===== src/rtl/vhs_pkg.sv =====
package vhs_pkg;
  parameter int unsigned SIG_W    = 10;
  parameter int unsigned SEED_W   = 5;
  parameter logic [SIG_W-1:0] POLY     = 10'h009;
  parameter logic [SIG_W-1:0] CRC_INIT = 10'h3FF;
  parameter logic [2:0]       INIT_TAG = 3'b101;
  localparam int unsigned NUM_SEEDS = 1 << SEED_W;

  typedef logic [SIG_W-1:0] sig_t;

  function automatic sig_t crc_step(sig_t st, logic din);
    logic fb;
    fb = st[SIG_W-1] ^ din;
    return {st[SIG_W-2:0], 1'b0} ^ (fb ? POLY : '0);
  endfunction

  function automatic sig_t init_sig(logic [SEED_W-1:0] seed);
    logic [SEED_W+2:0] msg;
    sig_t st;
    msg = {INIT_TAG, seed};
    st  = CRC_INIT;
    for (int i = SEED_W + 2; i >= 0; i--) st = crc_step(st, msg[i]);
    return st;
  endfunction
endpackage


===== src/rtl/vhs_crc_fold.sv =====
module vhs_crc_fold #(
  parameter int unsigned IN_W = 47
) (
  input  logic [IN_W-1:0]    msg_i,
  output vhs_pkg::sig_t      crc_o
);
  always_comb begin
    vhs_pkg::sig_t st;
    st = vhs_pkg::CRC_INIT;
    for (int i = IN_W - 1; i >= 0; i--) st = vhs_pkg::crc_step(st, msg_i[i]);
    crc_o = st;
  end
endmodule


===== src/rtl/vhs_init_rom.sv =====
module vhs_init_rom (
  input  logic [vhs_pkg::SEED_W-1:0] seed_i,
  output vhs_pkg::sig_t              sig_o
);
  import vhs_pkg::*;
  sig_t table_q [NUM_SEEDS];

  for (genvar s = 0; s < NUM_SEEDS; s++) begin : g_tab
    assign table_q[s] = init_sig(SEED_W'(s));
  end

  assign sig_o = table_q[seed_i];
endmodule


===== src/rtl/vhs_opnd.sv =====
module vhs_opnd #(
  parameter int unsigned DATA_W = 32
) (
  input  logic                       used_i,
  input  logic                       prev_i,
  input  logic [vhs_pkg::SEED_W-1:0] reg_i,
  input  vhs_pkg::sig_t              sig_i,
  input  logic [DATA_W-1:0]          data_i,
  input  logic                       par_i,
  output vhs_pkg::sig_t              sig_o,
  output logic                       vld_o,
  output logic                       perr_o
);
  vhs_pkg::sig_t init_sig;

  vhs_init_rom u_rom (.seed_i(reg_i), .sig_o(init_sig));

  // absent operand contributes zeros and a cleared valid bit
  assign sig_o  = !used_i ? '0 : (prev_i ? init_sig : sig_i);
  assign vld_o  = used_i;
  assign perr_o = used_i && ((^data_i) != par_i);
endmodule


===== src/rtl/vhs_unit.sv =====
module vhs_unit #(
  parameter int unsigned DATA_W  = 32,
  parameter int unsigned IMM_W   = 16,
  parameter int unsigned OPID_W  = 8,
  parameter bit          OUT_REG = 1'b1
) (
  input  logic                       clk_i,
  input  logic                       rst_ni,
  input  logic                       valid_i,
  input  logic                       a_used_i,
  input  logic                       a_prev_i,
  input  logic [vhs_pkg::SEED_W-1:0] a_reg_i,
  input  logic [vhs_pkg::SIG_W-1:0]  a_sig_i,
  input  logic [DATA_W-1:0]          a_data_i,
  input  logic                       a_par_i,
  input  logic                       b_used_i,
  input  logic                       b_prev_i,
  input  logic [vhs_pkg::SEED_W-1:0] b_reg_i,
  input  logic [vhs_pkg::SIG_W-1:0]  b_sig_i,
  input  logic [DATA_W-1:0]          b_data_i,
  input  logic                       b_par_i,
  input  logic                       imm_used_i,
  input  logic [IMM_W-1:0]           imm_i,
  input  logic [OPID_W-1:0]          op_id_i,
  input  logic [vhs_pkg::SEED_W-1:0] dst_reg_i,
  input  logic [DATA_W-1:0]          result_i,
  output logic                       valid_o,
  output logic [vhs_pkg::SIG_W-1:0]  sig_ex_o,
  output logic [vhs_pkg::SIG_W-1:0]  sig_init_o,
  output logic                       par_o,
  output logic                       par_err_o
);
  import vhs_pkg::*;
  localparam int unsigned N_OPND = 2;
  localparam int unsigned MSG_W  = N_OPND * (SIG_W + 1) + 1 + IMM_W + OPID_W;

  logic                used   [N_OPND];
  logic                prev   [N_OPND];
  logic [SEED_W-1:0]   sreg   [N_OPND];
  sig_t                lsig   [N_OPND];
  logic [DATA_W-1:0]   data   [N_OPND];
  logic                par    [N_OPND];
  sig_t                hsig   [N_OPND];
  logic                hvld   [N_OPND];
  logic                perr   [N_OPND];

  assign used[0] = a_used_i;  assign used[1] = b_used_i;
  assign prev[0] = a_prev_i;  assign prev[1] = b_prev_i;
  assign sreg[0] = a_reg_i;   assign sreg[1] = b_reg_i;
  assign lsig[0] = a_sig_i;   assign lsig[1] = b_sig_i;
  assign data[0] = a_data_i;  assign data[1] = b_data_i;
  assign par[0]  = a_par_i;   assign par[1]  = b_par_i;

  for (genvar g = 0; g < N_OPND; g++) begin : g_opnd
    vhs_opnd #(.DATA_W(DATA_W)) u_opnd (
      .used_i(used[g]), .prev_i(prev[g]), .reg_i(sreg[g]), .sig_i(lsig[g]),
      .data_i(data[g]), .par_i(par[g]),
      .sig_o(hsig[g]), .vld_o(hvld[g]), .perr_o(perr[g])
    );
  end

  logic [MSG_W-1:0] msg;
  assign msg = {hvld[0], hsig[0], hvld[1], hsig[1],
                imm_used_i, (imm_used_i ? imm_i : {IMM_W{1'b0}}), op_id_i};

  sig_t ex_sig, dst_init;
  vhs_crc_fold #(.IN_W(MSG_W)) u_crc (.msg_i(msg), .crc_o(ex_sig));
  vhs_init_rom u_dst_rom (.seed_i(dst_reg_i), .sig_o(dst_init));

  logic res_par, err_c;
  assign res_par = ^result_i;
  assign err_c   = valid_i && (perr[0] || perr[1]);

  if (OUT_REG) begin : g_reg
    always_ff @(posedge clk_i or negedge rst_ni) begin
      if (!rst_ni) begin
        valid_o    <= 1'b0;
        par_err_o  <= 1'b0;
        sig_ex_o   <= '0;
        sig_init_o <= '0;
        par_o      <= 1'b0;
      end else begin
        valid_o   <= valid_i;
        par_err_o <= err_c;
        if (valid_i) begin
          sig_ex_o   <= ex_sig;
          sig_init_o <= dst_init;
          par_o      <= res_par;
        end
      end
    end
  end else begin : g_comb
    assign valid_o    = valid_i;
    assign par_err_o  = err_c;
    assign sig_ex_o   = ex_sig;
    assign sig_init_o = dst_init;
    assign par_o      = res_par;
  end
endmodule


===== config.mk =====
export PLATFORM = sky130hd
export DESIGN_NAME = vhs_unit
export DESIGN_NICKNAME = d
export VERILOG_FILES = /design/src/rtl/vhs_pkg.sv /design/src/rtl/vhs_crc_fold.sv /design/src/rtl/vhs_init_rom.sv /design/src/rtl/vhs_opnd.sv /design/src/rtl/vhs_unit.sv
export SDC_FILE = /design/constraint.sdc
export NUM_CORES = 1
export LEC_CHECK = 0
export BUFFER_PORTS_ARGS = -buffer_cell sky130_fd_sc_hd__buf_4
export CORE_MARGIN = 1.5
export CORE_UTILIZATION = 30
export DETAILED_ROUTE_END_ITERATION = 10
export SLEW_MARGIN = 40
export SYNTH_ARGS = -nofsm -noshare
export SYNTH_HDL_FRONTEND = slang
export SYNTH_SLANG_ARGS = --single-unit

===== constraint.sdc =====
create_clock -name clk_i -period 1.55 [get_ports clk_i]
set_clock_uncertainty 0.15 [all_clocks]
set_input_delay 0.31 -clock clk_i [delete_from_list [all_inputs] [get_ports clk_i]]
set_output_delay 0.31 -clock clk_i [all_outputs]
set_load 0.1 [all_outputs]

Yosys cells after proc, flatten, opt, wreduce, memory -nomap -nowiden --
Memories as Yosys holds them, arrays and structs flattened. A register that Yosys moved wholly into a read port is not among the register bits. Cells that the tools add are included.
Cells by class: order comparisons 2, eq/ne operators 2, mux-type cells 56, bitwise logic cells 96, reduce and logical (&&, ||, !) cells 8
Operator list (number):
- $xor A10 B10 Y10 | 46
- $mux W4 | 47
- $reduce_xor A32 Y1 | 3
- $mux W10 | 8
- $xor A1 B1 Y1 | 46
- $not A5 Y6 | 3
- $mux W16 | 1
- $ge A6 B6 Y1 const B | 2
- $not A9 Y9 | 1
- $logic_and A1 B1 Y1 | 3
- $ne A1 B1 Y1 | 2
- $logic_not A1 Y1 | 1
- $logic_or A1 B1 Y1 | 1
Word-level totals: bits in registers 13, ROM bits 960, bits of input ports 165, output and inout bits 23, logic and storage cells 171, memories 3
Memories:
- (no name shown) | words 32, width 10, read ports 1, clocked after Yosys merged registers in 1, write ports 0, RTL line vhs_init_rom.sv:12 | assign sig_o = table_q[seed_i];
- (no name shown) | words 32, width 10, read ports 1, clocked after Yosys merged registers in 0, write ports 0, RTL line vhs_init_rom.sv:12
- (no name shown) | words 32, width 10, read ports 1, clocked after Yosys merged registers in 0, write ports 0, RTL line vhs_init_rom.sv:12

Depth between registers and ports, before layout --
depth in word-level cells 144, mapped depth 9, gate-level depth less buffers 9

By module --
A second synthesis with hierarchy kept.
Unflattened totals: cells, all modules 330, area, all modules 3522.1 sq um
Modules (own cells, without submodules):
- vhs_unit | instances 1, cells each 96, area each 1199.9 sq um, seq. area each 575.6 sq um
- vhs_crc_fold | instances 1, cells each 71, area each 1049.8 sq um, seq. area each 0.0 sq um
- vhs_opnd | instances 2, cells each 56, area each 457.9 sq um, seq. area each 0.0 sq um
- vhs_init_rom | instances 3, cells each 17, area each 118.9 sq um, seq. area each 0.0 sq um

Worst setup path before layout --
Ideal clock, no wire load.
path kind input to register, start point in a_reg_i[0] (netlist name), end point reg sig_ex_o[2] (netlist name), library setup time 0.125 ns, data arrival time 2.397 ns, required time 1.275 ns, slack -1.122 ns, stages 9, path buffers 0, cells stage by stage inv_1 -> ha_1 -> or2_2 -> a221oi_2 -> mux2_2 -> xnor2_1 -> xnor3_2 -> xnor2_1 -> mux2_2
Between the ends: cells in the longest elaborated chain, start to end 65, elaborated cells between the ends (all ways) 89, those cells by class mux (23); bitwise (65); memory (1)
Ends and longest elaborated chain:
- from (decl) | RTL line vhs_unit.sv:12 | input logic [vhs_pkg::SEED_W-1:0] a_reg_i,
- $not A5 Y6 (implied by the code) (*) | RTL line vhs_init_rom.sv:12
- $mem_v2 Z32 W10 (*)
- $mux W10 (implied by the code) (*) (2 in series) | RTL line vhs_init_rom.sv:12
- $mux W10 (*) (2 in series) | RTL line vhs_opnd.sv:19 | assign sig_o = !used_i ? '0 : (prev_i ? init_sig : sig_i);
- $xor A1 B1 Y1 | RTL line vhs_pkg.sv:13 | fb = st[SIG_W-1] ^ din;
- $mux W4 | RTL line vhs_pkg.sv:14 | return {st[SIG_W-2:0], 1'b0} ^ (fb ? POLY : '0);
- $xor A10 B10 Y10 (7 in series) | RTL line vhs_pkg.sv:14
- $xor A1 B1 Y1 | RTL line vhs_pkg.sv:13
- (+27 left out)
- $mux W4 | RTL line vhs_pkg.sv:14
- $xor A10 B10 Y10 (*) (7 in series) | RTL line vhs_pkg.sv:14
- $xor A1 B1 Y1 | RTL line vhs_pkg.sv:13
- $mux W4 | RTL line vhs_pkg.sv:14
- $xor A10 B10 Y10 (*) (7 in series) | RTL line vhs_pkg.sv:14
- $xor A1 B1 Y1 (*) | RTL line vhs_pkg.sv:13
- $mux W4 (*) | RTL line vhs_pkg.sv:14
- $xor A10 B10 Y10 (*) (3 in series) | RTL line vhs_pkg.sv:14
- to (signal assigned) | RTL line vhs_unit.sv:86 | sig_ex_o <= ex_sig;
- to (decl) | RTL line vhs_unit.sv:28 | output logic [vhs_pkg::SIG_W-1:0] sig_ex_o,
Mark *: on every way between the ends. The rest lies on a longest branch, timed or not. The select of a mux whose other input is x is not followed. A chain may end at the register's enable or synchronous reset.

Final worst setup path --
start point in a_sig_i[8] (netlist name), end point reg sig_ex_o[3] (netlist name)
Between the ends: cells in the longest elaborated chain, start to end 59, elaborated cells between the ends (all ways) 77, those cells by class mux (17); bitwise (60)
Ends and longest elaborated chain:
- from (decl) | RTL line vhs_unit.sv:13 | input logic [vhs_pkg::SIG_W-1:0] a_sig_i,
- $mux W10 (*) (2 in series) | RTL line vhs_opnd.sv:19
- $xor A1 B1 Y1 (*) | RTL line vhs_pkg.sv:13
- $mux W4 (*) | RTL line vhs_pkg.sv:14
- $xor A10 B10 Y10 (*) (7 in series) | RTL line vhs_pkg.sv:14
- $xor A1 B1 Y1 or $xor A10 B10 Y10 (tied branches) | RTL line vhs_pkg.sv:13, vhs_pkg.sv:14
- $mux W4 or $xor A10 B10 Y10 (tied branches) | RTL line vhs_pkg.sv:14
- $xor A10 B10 Y10 (*) (7 in series) | RTL line vhs_pkg.sv:14
- $xor A1 B1 Y1 or $xor A10 B10 Y10 (tied branches) | RTL line vhs_pkg.sv:13, vhs_pkg.sv:14
- (+9 left out)
- $mux W4 or $xor A10 B10 Y10 (tied branches) | RTL line vhs_pkg.sv:14
- $xor A10 B10 Y10 (*) (10 in series) | RTL line vhs_pkg.sv:14
- $xor A1 B1 Y1 or $xor A10 B10 Y10 (tied branches) | RTL line vhs_pkg.sv:13, vhs_pkg.sv:14
- $mux W4 or $xor A10 B10 Y10 (tied branches) | RTL line vhs_pkg.sv:14
- $xor A10 B10 Y10 (*) (10 in series) | RTL line vhs_pkg.sv:14
- $xor A1 B1 Y1 or $xor A10 B10 Y10 (tied branches) | RTL line vhs_pkg.sv:13, vhs_pkg.sv:14
- $mux W4 or $xor A10 B10 Y10 (tied branches) | RTL line vhs_pkg.sv:14
- $xor A10 B10 Y10 (*) (4 in series) | RTL line vhs_pkg.sv:14
Mark *: on every way between the ends. The rest lies on a longest branch, timed or not.

==> results.txt <==
The synthesized area divided by synthesized cell count is 10.0 sq um. The startpoint of the lowest-slack register-to-register path is sig_ex_o[2]. The final standard cell utilization of the core came out at about 56%.

The layout overhead on the synthesized area came out at 77.7%. At the later pin of the worst-skew pair, clock insertion delay measures approximately 0.26 ns. The estimated wirelength of the detail-placed design came out at between 7 and 8 mm.

The share of synthesized area occupied by flip-flops and latches is 16.9%. The die width came out at approximately 100 um. Before CTS, the worst setup slack after placement is -1.13 ns.

The run finished, with violations left. The floorplan step defined a die boundary enclosing 11000 sq um. The netlist area before placement came out at approximately 3100 sq um. The via count normalized by instance count is between 4 and 5. The cell count after synthesis came out at 310. The number of antenna violations at the first check in global routing came out at 0. The core area is between 9000 and 10000 sq um.

The fraction of power spent switching nets came out at roughly 47%. For this run the aggregate overflow at the end of global routing stands at 0. The peak supply drop is around 0.7 mV. The kind of path behind the tightest hold check is in2reg.

The internal power of the cells totals ~3400 uW. The maximum level of the CTS H-tree is 1. The power density normalized to cell area is around 1100 nW/um^2. The final routed wirelength across all metal layers came out at 8.85 mm. Across the run, the number of max-cap violations was 0. The kind of start point of the critical path is a primary input.

At the end of routability-driven placement, the weighted congestion stood at slightly below 0.8. The via count came out at 2825. The post-route antenna net violation count is 0.

The number of global-route vias before repair came out at just over 3000. Yosys mapped the design onto 39 distinct sky130hd cell types. The number of synthesis warnings came out at 0. The required arrival time at the worst endpoint is between 1.5 and 2 ns. The part of the power in registers is 13.1%. The number of hold-slack violations in the final timing report came out at 0. The flop and latch count out of synthesis is 21. Across all setup checks in the final design, the least slack found is -0.799 ns. The final routed wire length divided by cell count came out at between 10 and 15 um. The final number of setup-violating endpoints came out at 11.

The source of the worst hold timing path is dst_reg_i[2]. Data on the critical path arrives at its endpoint at ~2.4 ns. Derived from the worst setup path, the maximum achievable clock frequency is roughly 0.43 GHz. The switching power came out at 2960 uW. The global-route usage over all layers is around 16%.

The number of slew-limit violations in the final report is 0. The number of nets in the synthesized netlist is 481. Clock tree synthesis found a total of 21 sinks. The wire length of the first global-routing pass is ~14 mm. The top-level I/O count is roughly 190. Entering global routing, the biggest net connects 31 pins. The clock group share of total power came out at under 10%. The effective utilization at floorplan came out at 31.4%. The checks that failed: setup timing.

The number of iterations in the first detailed-routing pass is 3. In this run, the number of DRC markers left after iteration 0 of detailed routing was 24. The clock period minus final worst setup slack is 2.35 ns.

The critical path starts at a_sig_i[8]. Of all nets on the critical path, the largest fanout is 3. The critical setup path kind is in2reg. The root buffer cell chosen for the clock tree is clkbuf_8. The worst setup path is captured at a register. The number of cells in the finished layout apart from fillers came out at just under 700.

The repair_antennas step left the layout with diodes totalling 0. The cell row count is 36. The maximum root-to-sink buffer count came out at 2.

The share of cells above drive strength 1 is 58.1%. In this run the tool buffered the top-level ports with 186 buffer cells. The portion of the clock cycle consumed by the worst path in the final layout is 152%. Clock-pin slew was measured on the worst setup and hold paths at 0.07 ns.

Power comes to 6350 uW. In this run, the combinational gates consume 81.3% of the power. The DRC violation count after routing is 0. Setup repair after global routing could not meet its margin everywhere. The instance count after placement with tap cells included came out at roughly 660.

The setup TNS is -7.30 ns. The clock tree from TritonCTS is yes. The chip height came out at ~100 um. In this run, CTS created clock tree buffers numbering 3. The net count of the finished layout is 712. The reported leakage power is around 0.0026 uW.
[final timing paths]
kind	end	slack, ns	depth (start not counted)
setup / recovery	sig_ex_o[3]	-0.80	8
hold / removal	sig_init_o[5]	0.06	2
setup reg to reg	sig_ex_o[2]	0.63	1
hold reg to reg	sig_init_o[8]	0.33	1
max in group asynchronous	sig_init_o[5]	0.69	2
min in group asynchronous	sig_init_o[3]	0.32	2
[per-layer routing]
metal / track usage (%) / vias to the layer above / share of wire [%]
met2: 31.3 / 105 / 55
met1: 18.0 / 1279 / 38
met3: 3.37 / 0 / 6.5
li1: - / 1441 / -
met4: 1.17 / 0 / 0
met5: 0 / - / 0
[final cells by class]
type | instances | area, sq um
clock buffer | 4 | 45.0
fill | 911 | 4380
inverter | 10 | 55.1
multi-input combinational | 269 | 2860
sequential | 21 | 527
tap | 133 | 166
timing repair buffer | 236 | 1870
[through the flow]
step	cell area (sq um)	hold slack [ns]
global placement	5050	0.0638
detailed placement	5050	0.0637
CTS	5190	0.0469
global route	5530	0.0624
finish	5530	0.0558
floorplan	3270	-0.136
[power by group through the flow]
stage / Combinational, uW / Clock [uW] / Sequential (uW)
after floorplan: 2190 / 0 / 2120
after global placement: 4640 / 0 / 843
after detailed placement: 4700 / 0 / 839
after CTS: 4840 / 378 / 833
after global routing: 5460 / 397 / 854
final: 5160 / 356 / 834
[registers in the layout (all words and copies together), names as in the netlist]
name / flops
par_err_o: 1
sig_init_o: 8
sig_ex_o: 10
valid_o: 1
par_o: 1
[cell usage in the layout, fill, tap and decap left out, types with 5 or more instances in the layout]
master      n
a21oi_1     8
buf_4     218
buf_6      12
dfrtp_1    20
inv_1       7
mux2_2      5
mux2_4      6
nand2_1    13
nand2b_1    5
nor2_1     13
nor2b_1     8
xnor2_1    88
xnor2_2    21
xnor3_1    14
xor2_1     30
xor2_2      8
[worst max-delay path: stages]
cell and delay, ns:
buf_4 0.12, xor2_1 0.16, o211ai_2 0.21, xnor2_1 0.17
xnor3_2 0.53, xor2_2 0.22, xnor3_1 0.35, mux2_4 0.27
[cells by family (layout without fill, tap and decap cells)]
family          after synthesis  in the layout  synth area share [%]
xor+xnor                    170            170                  57.7
simple gates                 50             50                  8.01
compound gates               29             29                  6.88
flops                        21             21                  16.9
buf+inv                      20            250                  3.26
mux                          13             13                  4.75
fa+ha+maj                     6              6                  2.41
other cells                   1              1                 0.121
[synthesized netlist by cell type]
cell type / count / area share [%]
dfrtp_1: 21 / 17
a211oi_1: 3 / 0.72
or2_2: 2 / 0.40
xnor3_1: 15 / 11
ha_1: 6 / 2.4
nand2b_1: 7 / 1.4
xor3_1: 2 / 1.5
xor2_1: 36 / 10
buf_6: 1 / 0.36
o22ai_1: 1 / 0.20
or2b_1: 1 / 0.24
and2_1: 1 / 0.20
conb_1: 1 / 0.12
a221oi_2: 1 / 0.48
o211ai_2: 2 / 0.80
a21oi_1: 11 / 1.8
a21oi_4: 1 / 0.52
xor2_2: 2 / 1.0
o21ai_1: 2 / 0.32
nand3b_1: 1 / 0.24
nor4bb_1: 1 / 0.32
xnor2_2: 3 / 1.6
xnor2_1: 110 / 31
buf_4: 5 / 1.2
nand2_1: 14 / 1.7
xnor3_2: 2 / 1.5
a22oi_1: 1 / 0.24
mux2i_1: 2 / 0.64
a21oi_2: 2 / 0.56
clkbuf_1: 4 / 0.48
mux2_2: 10 / 3.6
nor2b_1: 8 / 1.6
o21ai_0: 2 / 0.32
o21ai_2: 2 / 0.56
nor2_1: 14 / 1.7
nand2_2: 1 / 0.20
inv_1: 10 / 1.2
a21boi_2: 1 / 0.36
mux2_4: 1 / 0.48
[what timing repair did]
action,4_1_cts,5_1_grt
gates cloned,0,1
gates resized for setup,12,45
hold buffers,1,0
hold endpoints to repair,21,0
pin swaps,18,23
endpoints found under the setup margin,11,11
setup buffers,4,6
Power figures use the tool's default switching activity.
